==> config.mk <==
export PLATFORM = sky130hd
export DESIGN_NAME = acc_core
export DESIGN_NICKNAME = d
export VERILOG_FILES = /design/src/rtl/acc_pkg.sv /design/src/rtl/acc_alu.sv /design/src/rtl/acc_mem.sv /design/src/rtl/acc_seq.sv /design/src/rtl/acc_core.sv
export SDC_FILE = /design/constraint.sdc
export NUM_CORES = 1
export LEC_CHECK = 0
export CAP_MARGIN = 0
export CORE_MARGIN = 8
export CORE_UTILIZATION = 60
export CTS_CLUSTER_DIAMETER = 120
export DETAILED_ROUTE_END_ITERATION = 7
export GPL_TIMING_DRIVEN = 0
export PLACE_DENSITY = 0.82
export SETUP_SLACK_MARGIN = 0.2
export SYNTH_ARGS = -nofsm -noshare
export SYNTH_HDL_FRONTEND = slang
export SYNTH_SLANG_ARGS = --single-unit
==> constraint.sdc <==
create_clock -name clk -period 3.3 [get_ports clk]
set_input_delay 0.495 -clock clk [delete_from_list [all_inputs] [get_ports clk]]
set_output_delay 0.495 -clock clk [all_outputs]
set_load 0.01 [all_outputs]
==> src/rtl/acc_pkg.sv <==
package acc_pkg;
  localparam int OPW = 4;

  localparam logic [OPW-1:0] OP_LOAD  = 4'h1;
  localparam logic [OPW-1:0] OP_ADD   = 4'h2;
  localparam logic [OPW-1:0] OP_STORE = 4'h3;
  localparam logic [OPW-1:0] OP_HALT  = 4'hF;

  // one state per register transfer
  typedef enum logic [2:0] {
    S_F1,   // pc -> mar
    S_F2,   // mem -> mdr
    S_F3,   // mdr -> ir, pc + 1
    S_E1,   // ir address -> mar, or decide nop / halt
    S_E2,   // mem -> mdr, or store acc
    S_E3,   // mdr -> acc, or acc + mdr -> acc
    S_HLT
  } seq_state_e;
endpackage

==> src/rtl/acc_alu.sv <==
module acc_alu #(
  parameter int DW = 8
) (
  input  logic [DW-1:0] a,
  input  logic [DW-1:0] b,
  output logic [DW-1:0] sum,
  output logic          cout
);
  logic [DW:0] wide;

  always_comb begin
    wide = {1'b0, a} + {1'b0, b};
    sum  = wide[DW-1:0];
    cout = wide[DW];
  end
endmodule

==> src/rtl/acc_mem.sv <==
module acc_mem #(
  parameter int DW = 8,
  parameter int AW = 4
) (
  input  logic          clk,
  input  logic          ld_we,
  input  logic [AW-1:0] ld_addr,
  input  logic [DW-1:0] ld_data,
  input  logic          core_we,
  input  logic [AW-1:0] core_addr,
  input  logic [DW-1:0] core_wdata,
  output logic [DW-1:0] core_rdata,
  input  logic [AW-1:0] dbg_addr,
  output logic [DW-1:0] dbg_data
);
  localparam int DEPTH = 1 << AW;

  logic [DW-1:0] cells [DEPTH];

  always_ff @(posedge clk) begin
    if (ld_we)        cells[ld_addr]   <= ld_data;
    else if (core_we) cells[core_addr] <= core_wdata;
  end

  assign core_rdata = cells[core_addr];
  assign dbg_data   = cells[dbg_addr];

  // the load stream and the core never write in the same cycle
  a_r9_single_writer: assert property (@(posedge clk) ld_we |-> !core_we)
    else $error("load and store write together");
endmodule

==> src/rtl/acc_seq.sv <==
module acc_seq
  import acc_pkg::*;
#(
  parameter int DW = 8,
  parameter int AW = 4
) (
  input  logic          clk,
  input  logic          rst_n,
  input  logic [DW-1:0] mem_rdata,
  output logic [AW-1:0] mem_addr,
  output logic          mem_we,
  output logic [DW-1:0] mem_wdata,
  output logic [AW-1:0] pc,
  output logic [DW-1:0] acc,
  output logic          carry,
  output logic          halt
);
  localparam int OW = DW - AW;

  seq_state_e    st_q;
  logic [AW-1:0] pc_q, mar_q;
  logic [DW-1:0] mdr_q, ir_q, acc_q;
  logic          carry_q;
  logic [OW-1:0] op;
  logic [AW-1:0] opnd;
  logic [DW-1:0] sum;
  logic          cout;

  assign op   = ir_q[DW-1:AW];
  assign opnd = ir_q[AW-1:0];

  acc_alu #(.DW(DW)) u_alu (
    .a    (acc_q),
    .b    (mdr_q),
    .sum  (sum),
    .cout (cout)
  );

  always_ff @(posedge clk or negedge rst_n) begin
    if (!rst_n) begin
      st_q    <= S_F1;
      pc_q    <= '0;
      mar_q   <= '0;
      mdr_q   <= '0;
      ir_q    <= '0;
      acc_q   <= '0;
      carry_q <= 1'b0;
    end else begin
      case (st_q)
        S_F1: begin
          mar_q <= pc_q;
          st_q  <= S_F2;
        end
        S_F2: begin
          mdr_q <= mem_rdata;
          st_q  <= S_F3;
        end
        S_F3: begin
          ir_q <= mdr_q;
          pc_q <= pc_q + AW'(1);
          st_q <= S_E1;
        end
        S_E1: begin
          if (op == OP_LOAD || op == OP_ADD || op == OP_STORE) begin
            mar_q <= opnd;
            st_q  <= S_E2;
          end else if (op == OP_HALT) begin
            st_q <= S_HLT;
          end else begin
            st_q <= S_F1;
          end
        end
        S_E2: begin
          if (op == OP_STORE) begin
            st_q <= S_F1;
          end else begin
            mdr_q <= mem_rdata;
            st_q  <= S_E3;
          end
        end
        S_E3: begin
          if (op == OP_ADD) begin
            acc_q   <= sum;
            carry_q <= cout;
          end else begin
            acc_q <= mdr_q;
          end
          st_q <= S_F1;
        end
        default: st_q <= S_HLT;
      endcase
    end
  end

  assign mem_addr  = mar_q;
  assign mem_we    = (st_q == S_E2) && (op == OP_STORE);
  assign mem_wdata = acc_q;
  assign pc        = pc_q;
  assign acc       = acc_q;
  assign carry     = carry_q;
  assign halt      = (st_q == S_HLT);

  // the counter steps by one after a fetch and holds otherwise
  a_r3_pc_step: assert property (@(posedge clk) disable iff (!rst_n)
    (st_q == S_F3) |=> (pc_q == $past(pc_q) + AW'(1)))
    else $error("pc did not step");
  a_r3_pc_hold: assert property (@(posedge clk) disable iff (!rst_n)
    (st_q != S_F3) |=> $stable(pc_q))
    else $error("pc moved outside fetch");
  // a load copies the data register into the accumulator
  a_r4_load_copy: assert property (@(posedge clk) disable iff (!rst_n)
    (st_q == S_E3 && op == OP_LOAD) |=> (acc_q == $past(mdr_q)))
    else $error("load result wrong");
  // carry changes only on the add step
  a_r5_carry_add_only: assert property (@(posedge clk) disable iff (!rst_n)
    !(st_q == S_E3 && op == OP_ADD) |=> $stable(carry_q))
    else $error("carry changed outside add");
  // a halted core stays frozen
  a_r8_halt_hold: assert property (@(posedge clk) disable iff (!rst_n)
    halt |=> (halt && $stable(pc_q) && $stable(acc_q) && !mem_we))
    else $error("halted core moved");
endmodule

==> src/rtl/acc_core.sv <==
module acc_core #(
  parameter int DW = 8,
  parameter int AW = 4
) (
  input  logic          clk,
  input  logic          rst_n,
  input  logic          ld_valid,
  output logic          ld_ready,
  input  logic [AW-1:0] ld_addr,
  input  logic [DW-1:0] ld_data,
  input  logic [AW-1:0] dbg_addr,
  output logic [DW-1:0] dbg_data,
  output logic [AW-1:0] pc,
  output logic [DW-1:0] acc,
  output logic          carry,
  output logic          halt
);
  logic          ld_we;
  logic [AW-1:0] m_addr;
  logic          m_we;
  logic [DW-1:0] m_wdata, m_rdata;

  assign ld_ready = !rst_n;
  assign ld_we    = ld_valid && ld_ready;

  acc_mem #(.DW(DW), .AW(AW)) u_mem (
    .clk        (clk),
    .ld_we      (ld_we),
    .ld_addr    (ld_addr),
    .ld_data    (ld_data),
    .core_we    (m_we),
    .core_addr  (m_addr),
    .core_wdata (m_wdata),
    .core_rdata (m_rdata),
    .dbg_addr   (dbg_addr),
    .dbg_data   (dbg_data)
  );

  acc_seq #(.DW(DW), .AW(AW)) u_seq (
    .clk       (clk),
    .rst_n     (rst_n),
    .mem_rdata (m_rdata),
    .mem_addr  (m_addr),
    .mem_we    (m_we),
    .mem_wdata (m_wdata),
    .pc        (pc),
    .acc       (acc),
    .carry     (carry),
    .halt      (halt)
  );

  // a store writes the accumulator value
  a_r6_store_value: assert property (@(posedge clk) disable iff (!rst_n)
    m_we |=> (dbg_addr != $past(m_addr)) || (dbg_data == $past(acc)))
    else $error("stored byte differs from accumulator");
endmodule

==> flow_summary.yaml, run 1 <==
setup_path:
  slowest_stage: "nor3_2"
  critPathMaxFanout: 10
  start_kind: "flip-flop"
  cp.arrival_ns: 3.24
  critPathRequiredTime_ns: 3.35
  regToRegStartpoint: "u_seq.mem_addr[1]$_DFFE_PN0P_"
  crit_path_cell_trace: "clkbuf_1, buf_1, mux2i_1, nor3_2"
  reg2reg_setup_slack_ns: 0.11
  worstSetupPathType: "flip-flop to flip-flop"
  r2r-end: "u_mem.cells[15][1]$_DFFE_PP_"
  critical_path.max_stage_delay_ns: 0.93
  cp-end-kind: "flip-flop"
  reg2reg_depth: 4
cells_and_area:
  stdcell_area_mm2: 0.009289
  insertedDiodeCount: 0
  layout.nets: 554
  fin_util_pct: 70.70
  fill_cells: 828
  drive_above_1_share_pct: 29.74
  area_delta_synth_final_pct: 16.31
clocking:
  cts.path.max_buffers: 2
  cts_tree: "built"
  clkSlewWorstSetupHoldPaths_ns: 0.06
  cts_buffers: 17
  clk_root_buffer_cell: "clkbuf_16"
  worstSkewPairLatency_ns: 0.43
  cts_sinks: 164
  htree_num_levels: 4
die:
  core_area_mm2: 0.01314
  rows: 42
  die-width_um: 131.4
  ios: 42
  fp.dieArea_mm2: 0.01726
  initial_utilization_pct: 60.79
  die_y_um: 131.4
power_and_ir_drop:
  ir_drop_mv: 0.5696
  p_sw_w: 0.002326
  clkPwrFrac_pct: 26.0
  internal_power_w: 0.004674
  swShare_pct: 33.22
  p_leak_nw: 3.286
  combPwrFrac_pct: 35.2
  pwr-share-seq_pct: 38.8
  pwr_density_cell_mw_per_mm2: 753.5
sta:
  slew_viol_final: 0
  hold_slack_ns: 0.1617
  setup_viol: 0
  fin_crit_ns: 3.186
  worstMarginPinSlew_ns: 1.034
  relSlewSlack_pct: 29.12
  hold_viol_final: 0
  fmax_mhz: 313.8
  rsz0062_at_grt: "yes"
  fin_crit_sh_pct: 96.55
  skew_ns: 0.007144
synthesis:
  netlist.area_leader.share_pct: 48.13
  synth.ff_latch_count: 164
  synthSimpleGateAreaFrac_pct: 5.844
  synth.distinct_cells: 50
  synth_compound_area_share_pct: 4.230
  synthArstFlopShare_pct: 21.95
  synth-seq-area-share_pct: 59.41
  netlist_area_mm2: 0.007986
  synth_flop_cell: "edfxtp_1"
  synth_edf_count: 128
  synthMuxAreaShare_pct: 26.34
  synth_xor_area_share_pct: 0.4387
  netlist_instances: 464
  synth_top_family_by_area: "multiplexers"
  synth.avg_cell_area_um2: 17.21
  yosys-top-cells-area: "edfxtp_1 (48%), mux4_2 (20%), dfrtp_1 (11%), mux2i_1 (3.1%), mux2_2 (2.4%)"
  synth_fa_ha_area_share_pct: 1.661
  yosysTopAreaCell: "edfxtp_1"
  yosys_warnings: 0
  syn-num-nets: 493
drt:
  drc: 0
  routedWlPerCell_um: 28.19
  via_per_inst: 6.917
  vias: 4939
  drt_iter0_markers: 550
  drt_first_pass_iters: 5
  totalWireLength_mm: 20.13
  postRouteAntennaNets: 0
placement:
  dp_hpwl_mm: 13.59
  io_buffers: 38
  dpl_cell_area_mm2: 0.008680
  gp_congestion: 0.8684
min_path:
  hold_class: "input port to asynchronous set/reset pin"
global_routing:
  grt_start_max_net_pins: 39
  grt_pass1_wl_mm: 30.95
  grt_usage_pct: 24.33
  grt_overflow: 0
  grt_pass1_vias: 5002
  antenna_found_initial: 0
job:
  cap_violations: 0
run_status:
  status: "complete, no violations"
worst max path at each step:
stage | startpoint | end | slack [ns] | depth (start not counted)
2_1_floorplan | u_seq.ir_q[6]$_DFFE_PN0P_ | u_mem.cells[0][0]$_DFFE_PP_ | 0.86 | 5
3_3_place_gp | rst_n | u_mem.cells[8][7]$_DFFE_PP_ | -1.64 | 6
3_5_place_dp | rst_n | u_mem.cells[3][7]$_DFFE_PP_ | -0.57 | 6
4_1_cts | u_seq.mem_addr[1]$_DFFE_PN0P_ | u_mem.cells[14][0]$_DFFE_PP_ | 0.15 | 4
5_1_grt | u_seq.mem_addr[1]$_DFFE_PN0P_ | u_mem.cells[11][7]$_DFFE_PP_ | -0.005 | 4
6_report | u_seq.mem_addr[1]$_DFFE_PN0P_ | u_mem.cells[15][1]$_DFFE_PP_ | 0.11 | 4
synth_stat cells, types with 5 or more instances:
library cell and n:
buf_1 6, o21ai_0 8, mux4_2 72, mux2_2 17, mux2i_1 25, buf_6 5
dfrtp_1 36, nor3_1 21, nand2_1 21, edfxtp_1 128, and3_1 5, clkbuf_1 7
buf_2 10, nor2_1 14, a21oi_1 13, nand3_1 8, o221ai_1 8, ha_1 9
nand2b_1 5
state kept, by name, summed over array words and instances, names as in the netlist:
signal and count:
u_mem.cells 128, u_seq.pc 4, u_seq.carry 1, u_seq.acc 8
u_seq.st_q 3, u_seq.ir_q 8, u_seq.mem_addr 4, u_seq.mdr_q 8
metrics by stage:
stage	instances	total power, W	setup TNS [ns]	setup WS (ns)
2_1_floorplan	464	0.004405	0	0.8603
3_3_place_gp	678	0.005073	-226.23	-1.637
3_5_place_dp	682	0.005173	-22.36	-0.5676
4_1_cts	714	0.006992	0	0.1509
5_1_grt	714	0.007294	-0.03411	-0.005273
6_report	714	0.007000	0	0.1137
power groups by stage:
stage	Clock [W]	Sequential, W	Combinational (W)
floorplan	0	0.00271	0.00169
global placement	0	0.00274	0.00233
detailed placement	0	0.00276	0.00242
CTS	0.00183	0.00271	0.00244
global route	0.00190	0.00275	0.00264
finish	0.00182	0.00272	0.00246
cell families (layout without fill, tap and decap cells):
| logic type | after synthesis | in the layout |
|---|---|---|
| adder cells (fa/ha/maj) | 10 | 10 |
| AND/OR/NAND/NOR | 88 | 88 |
| flip-flops | 164 | 164 |
| multiplexers | 117 | 117 |
| buffers and inverters | 31 | 105 |
| AO/OA/AOI/OAI | 50 | 50 |
| XOR/XNOR | 4 | 4 |
cell type report:
class,instances,area (µm²),share of cell area [%]
Buffer,28,177.7,1.913
Timing Repair Buffer,42,411.6,4.432
Clock buffer,23,447.9,4.822
Clock inverter,9,81.33,0.8755
Sequential cell,164,4745,51.08
Inverter,3,11.26,0.1212
Tap cell,176,220.2,2.371
Multi-Input combinational cell,269,3194,34.39
timing repair:
action                                  4_1_cts  5_1_grt
hold buffers                                  0        0
cloned                                        0        0
endpoints found under the setup margin       34       70
gates resized for setup                      14        6
setup buffers                                 0        0
critical path, delay by kind of cell (launching register included):
kind                   cells  cell delay [ns]
buffers and inverters      2             1.01
flip-flops                 1             0.32
AND/OR/NAND/NOR            1             0.93
multiplexers               1             0.52
placed cells by master, fill, tap and decap left out, types with 4 or more instances in the layout:
master | Yosys | routed
clkdlybuf4s50_1 | 0 | 36
mux2_2 | 17 | 17
nor2_1 | 14 | 14
dfrtp_1 | 36 | 36
mux4_2 | 72 | 72
buf_2 | 10 | 11
a21o_1 | 4 | 4
nor3_2 | 0 | 8
o221ai_1 | 8 | 8
buf_6 | 5 | 10
nand3_1 | 8 | 8
and3_1 | 5 | 5
a21oi_1 | 13 | 13
mux2i_1 | 25 | 25
nand2_1 | 21 | 21
ha_1 | 9 | 9
nor3_4 | 0 | 7
nor3_1 | 21 | 6
nand2b_1 | 5 | 5
o21ai_0 | 8 | 8
clkbuf_1 | 7 | 13
clkbuf_16 | 0 | 17
edfxtp_1 | 128 | 128
per-layer routing:
layer / wire length [µm] / global-route usage [%] / part of all wire [%] / up-vias
met3: 1862 / 5.412 / 9.3 / 46
met5: 0 / 0 / 0 / -
met1: 7296 / 29.96 / 36 / 2537
met2: 10330 / 40.67 / 51 / 316
li1: - / - / - / 2040
met4: 637 / 10.78 / 3.2 / 0
(Power assumes the default switching activity.)
==> inputs of run 2 (changes only) <==
PLACE_DENSITY = unset   (was 0.82)
PLACE_DENSITY_LB_ADDON = 0.2   (was unset)
clock period = 3 ns   (was 3.3 ns; I/O delays follow)
==> run 2 against run 1 <==
  * Die area unchanged
  * Flip-flop and latch count unchanged
  * Worst setup slack improved by 0.13 ns
  * Non-clock buffer count decreased by 3
  * Count of clock-buffer cells in the layout unchanged
  * Clock skew about the same
  * Register-to-register slack improved by 0.13 ns
  * Combinational power increased by 10%
  * Global-route usage decreased by 0.80 points
  * Via count decreased by 1.5%
  * Largest power group unchanged
==> flow_summary.yaml, run 2 (synthesis gave the netlist of run 1 again) <==
run_status:
  status: "complete, no violations"
setup_path:
  worstSetupPathType: "flip-flop to flip-flop"
  critPathMaxFanout: 8
  critPathTopFamily: "simple AND/OR/NAND/NOR gates"
  critPathLaunch: "u_seq.ir_q[6]$_DFFE_PN0P_"
  cp-end-kind: "flip-flop"
  slowest_stage: "nor3_2"
  reg2reg_setup_slack_ns: 0.25
  path_depth: 4
  reg2reg_depth: 4
  start_kind: "flip-flop"
  critPathRequiredTime_ns: 3.06
  critical_path.max_stage_delay_ns: 0.76
  r2r-end: "u_mem.cells[0][4]$_DFFE_PP_"
  crit_end: "u_mem.cells[0][4]$_DFFE_PP_"
  cp.arrival_ns: 2.81
  regToRegStartpoint: "u_seq.ir_q[6]$_DFFE_PN0P_"
  crit_path_cell_trace: "and4bb_2, nand3_4, mux2_1, nor3_2"
  worst-path-buf-inv: 0
sta:
  hold_viol_final: 0
  fin_crit_ns: 2.753
  setup_viol: 0
  rsz0062_at_grt: "yes"
  finalSetupTns_ns: 0
  worstMarginPinSlew_ns: 1.077
  fmax_mhz: 363.3
  fin_crit_sh_pct: 91.76
  slew_viol_final: 0
  relSlewSlack_pct: 26.75
  skew_ns: 0.006919
clocking:
  worstSkewPairLatency_ns: 0.43
  cts.path.max_buffers: 2
  cts_buffers: 17
  cts_sinks: 164
  clkSlewWorstSetupHoldPaths_ns: 0.06
  clk_root_buffer_cell: "clkbuf_16"
  htree_num_levels: 4
  cts_tree: "built"
global_routing:
  grt_pass1_wl_mm: 30.26
  grt_start_max_net_pins: 39
  grt_pass1_vias: 5108
  antenna_found_initial: 0
  grt_overflow: 0
  grt_usage_pct: 23.52
die:
  fp.dieArea_mm2: 0.01726
  die-width_um: 131.4
  core_area_mm2: 0.01314
  die_y_um: 131.4
  initial_utilization_pct: 60.79
  ios: 42
  rows: 42
drt:
  routedWlPerCell_um: 27.98
  totalWireLength_mm: 19.89
  drt_iter0_markers: 409
  vias: 4867
  via_per_inst: 6.845
  drt_first_pass_iters: 7
  drc: 0
  postRouteAntennaNets: 0
cells_and_area:
  drive_above_1_share_pct: 30.65
  largest-register: "u_mem.cells"
  fin_util_pct: 71.93
  area_delta_synth_final_pct: 18.33
  largest_reg_flops: 128
  final_cell_mix: "edfxtp_1 (128), mux4_2 (72), dfrtp_1 (36), clkdlybuf4s50_1 (29), mux2i_1 (24)"
  insertedDiodeCount: 0
  layout.nets: 551
  final_common_cell: "edfxtp_1"
power_and_ir_drop:
  pwr_density_cell_mw_per_mm2: 849.1
  ir_drop_mv: 0.4986
  p_leak_nw: 3.372
job:
  cap_violations: 0
placement:
  gp_congestion: 0.8697
  io_buffers: 38
  dp_hpwl_mm: 13.57
min_path:
  hold_class: "input port to asynchronous set/reset pin"
==> run 2: worst reg2reg max path, cell delays in order, from the launching register on <==
cell      delay, ns
dfrtp_1        0.44
and4bb_2       0.44
nand3_4        0.14
mux2_1         0.59
nor3_2         0.76
==> run 2: repair_timing <==
item	4_1_cts	5_1_grt
setup buffers	0	1
hold endpoints to repair	0	0
endpoints found under the setup margin	136	131
resized for setup	32	15
hold buffers	0	0
pin swaps	0	2
==> run 2: area by class of cell <==
type	count	area [µm²]
buffer	28	207.7
clock buffer	23	478.0
clock inverter	9	153.9
fill	815	3687
inverter	3	11.26
multi-input combinational	269	3249
sequential	164	4745
tap	176	220.2
timing repair buffer	39	385.4
==> run 2: through the flow <==
stage | hold WS (ns) | setup slack, ns | cell area, µm² | cells | total power, W
after CTS | 0.1394 | 0.08085 | 9361 | 710 | 0.007991
after global routing | 0.04243 | 0.1836 | 9450 | 711 | 0.008357
after detailed placement | 0.4971 | -0.6471 | 8642 | 678 | 0.005684
after global placement | 0.4817 | -1.828 | 8587 | 678 | 0.005598
final | 0.007449 | 0.2472 | 9450 | 711 | 0.008024
after floorplan | 0.1544 | 0.5603 | 7986 | 464 | 0.004845
==> run 2: how the worst min path moves through the flow <==
stage                                   start                         to  slack, ns  cells past startpoint
floorplan                               rst_n   u_seq.acc[0]$_DFFE_PN0N_       0.15                      0
global placement      u_seq.pc[3]$_DFFE_PN0P_    u_seq.pc[3]$_DFFE_PN0P_       0.48                      1
detailed placement  u_seq.ir_q[3]$_DFFE_PN0P_  u_seq.ir_q[3]$_DFFE_PN0P_       0.50                      1
CTS                                     rst_n   u_seq.acc[2]$_DFFE_PN0N_       0.14                      1
global route                            rst_n   u_seq.acc[3]$_DFFE_PN0N_       0.04                      1
finish                                  rst_n   u_seq.acc[2]$_DFFE_PN0N_      0.007                      1
==> run 2: layer usage <==
layer / share of wire [%] / vias up / track usage (%)
met4: 2.7 / 0 / 9.764
met3: 7.1 / 34 / 5.145
met2: 51 / 227 / 38.96
li1: - / 2036 / -
met1: 40 / 2570 / 29.62
met5: 0 / - / 0
==> run 2: where the power goes <==
| group | total [W] | switching (W) | internal, W | leakage [nW] |
|---|---|---|---|---|
| Clock | 0.00232 | 0.000860 | 0.00146 | 0.305 |
| Sequential | 0.00300 | 0.000277 | 0.00272 | 1.59 |
| Combinational | 0.00271 | 0.00142 | 0.00129 | 1.48 |
| Total | 0.00802 | 0.00256 | 0.00546 | 3.37 |
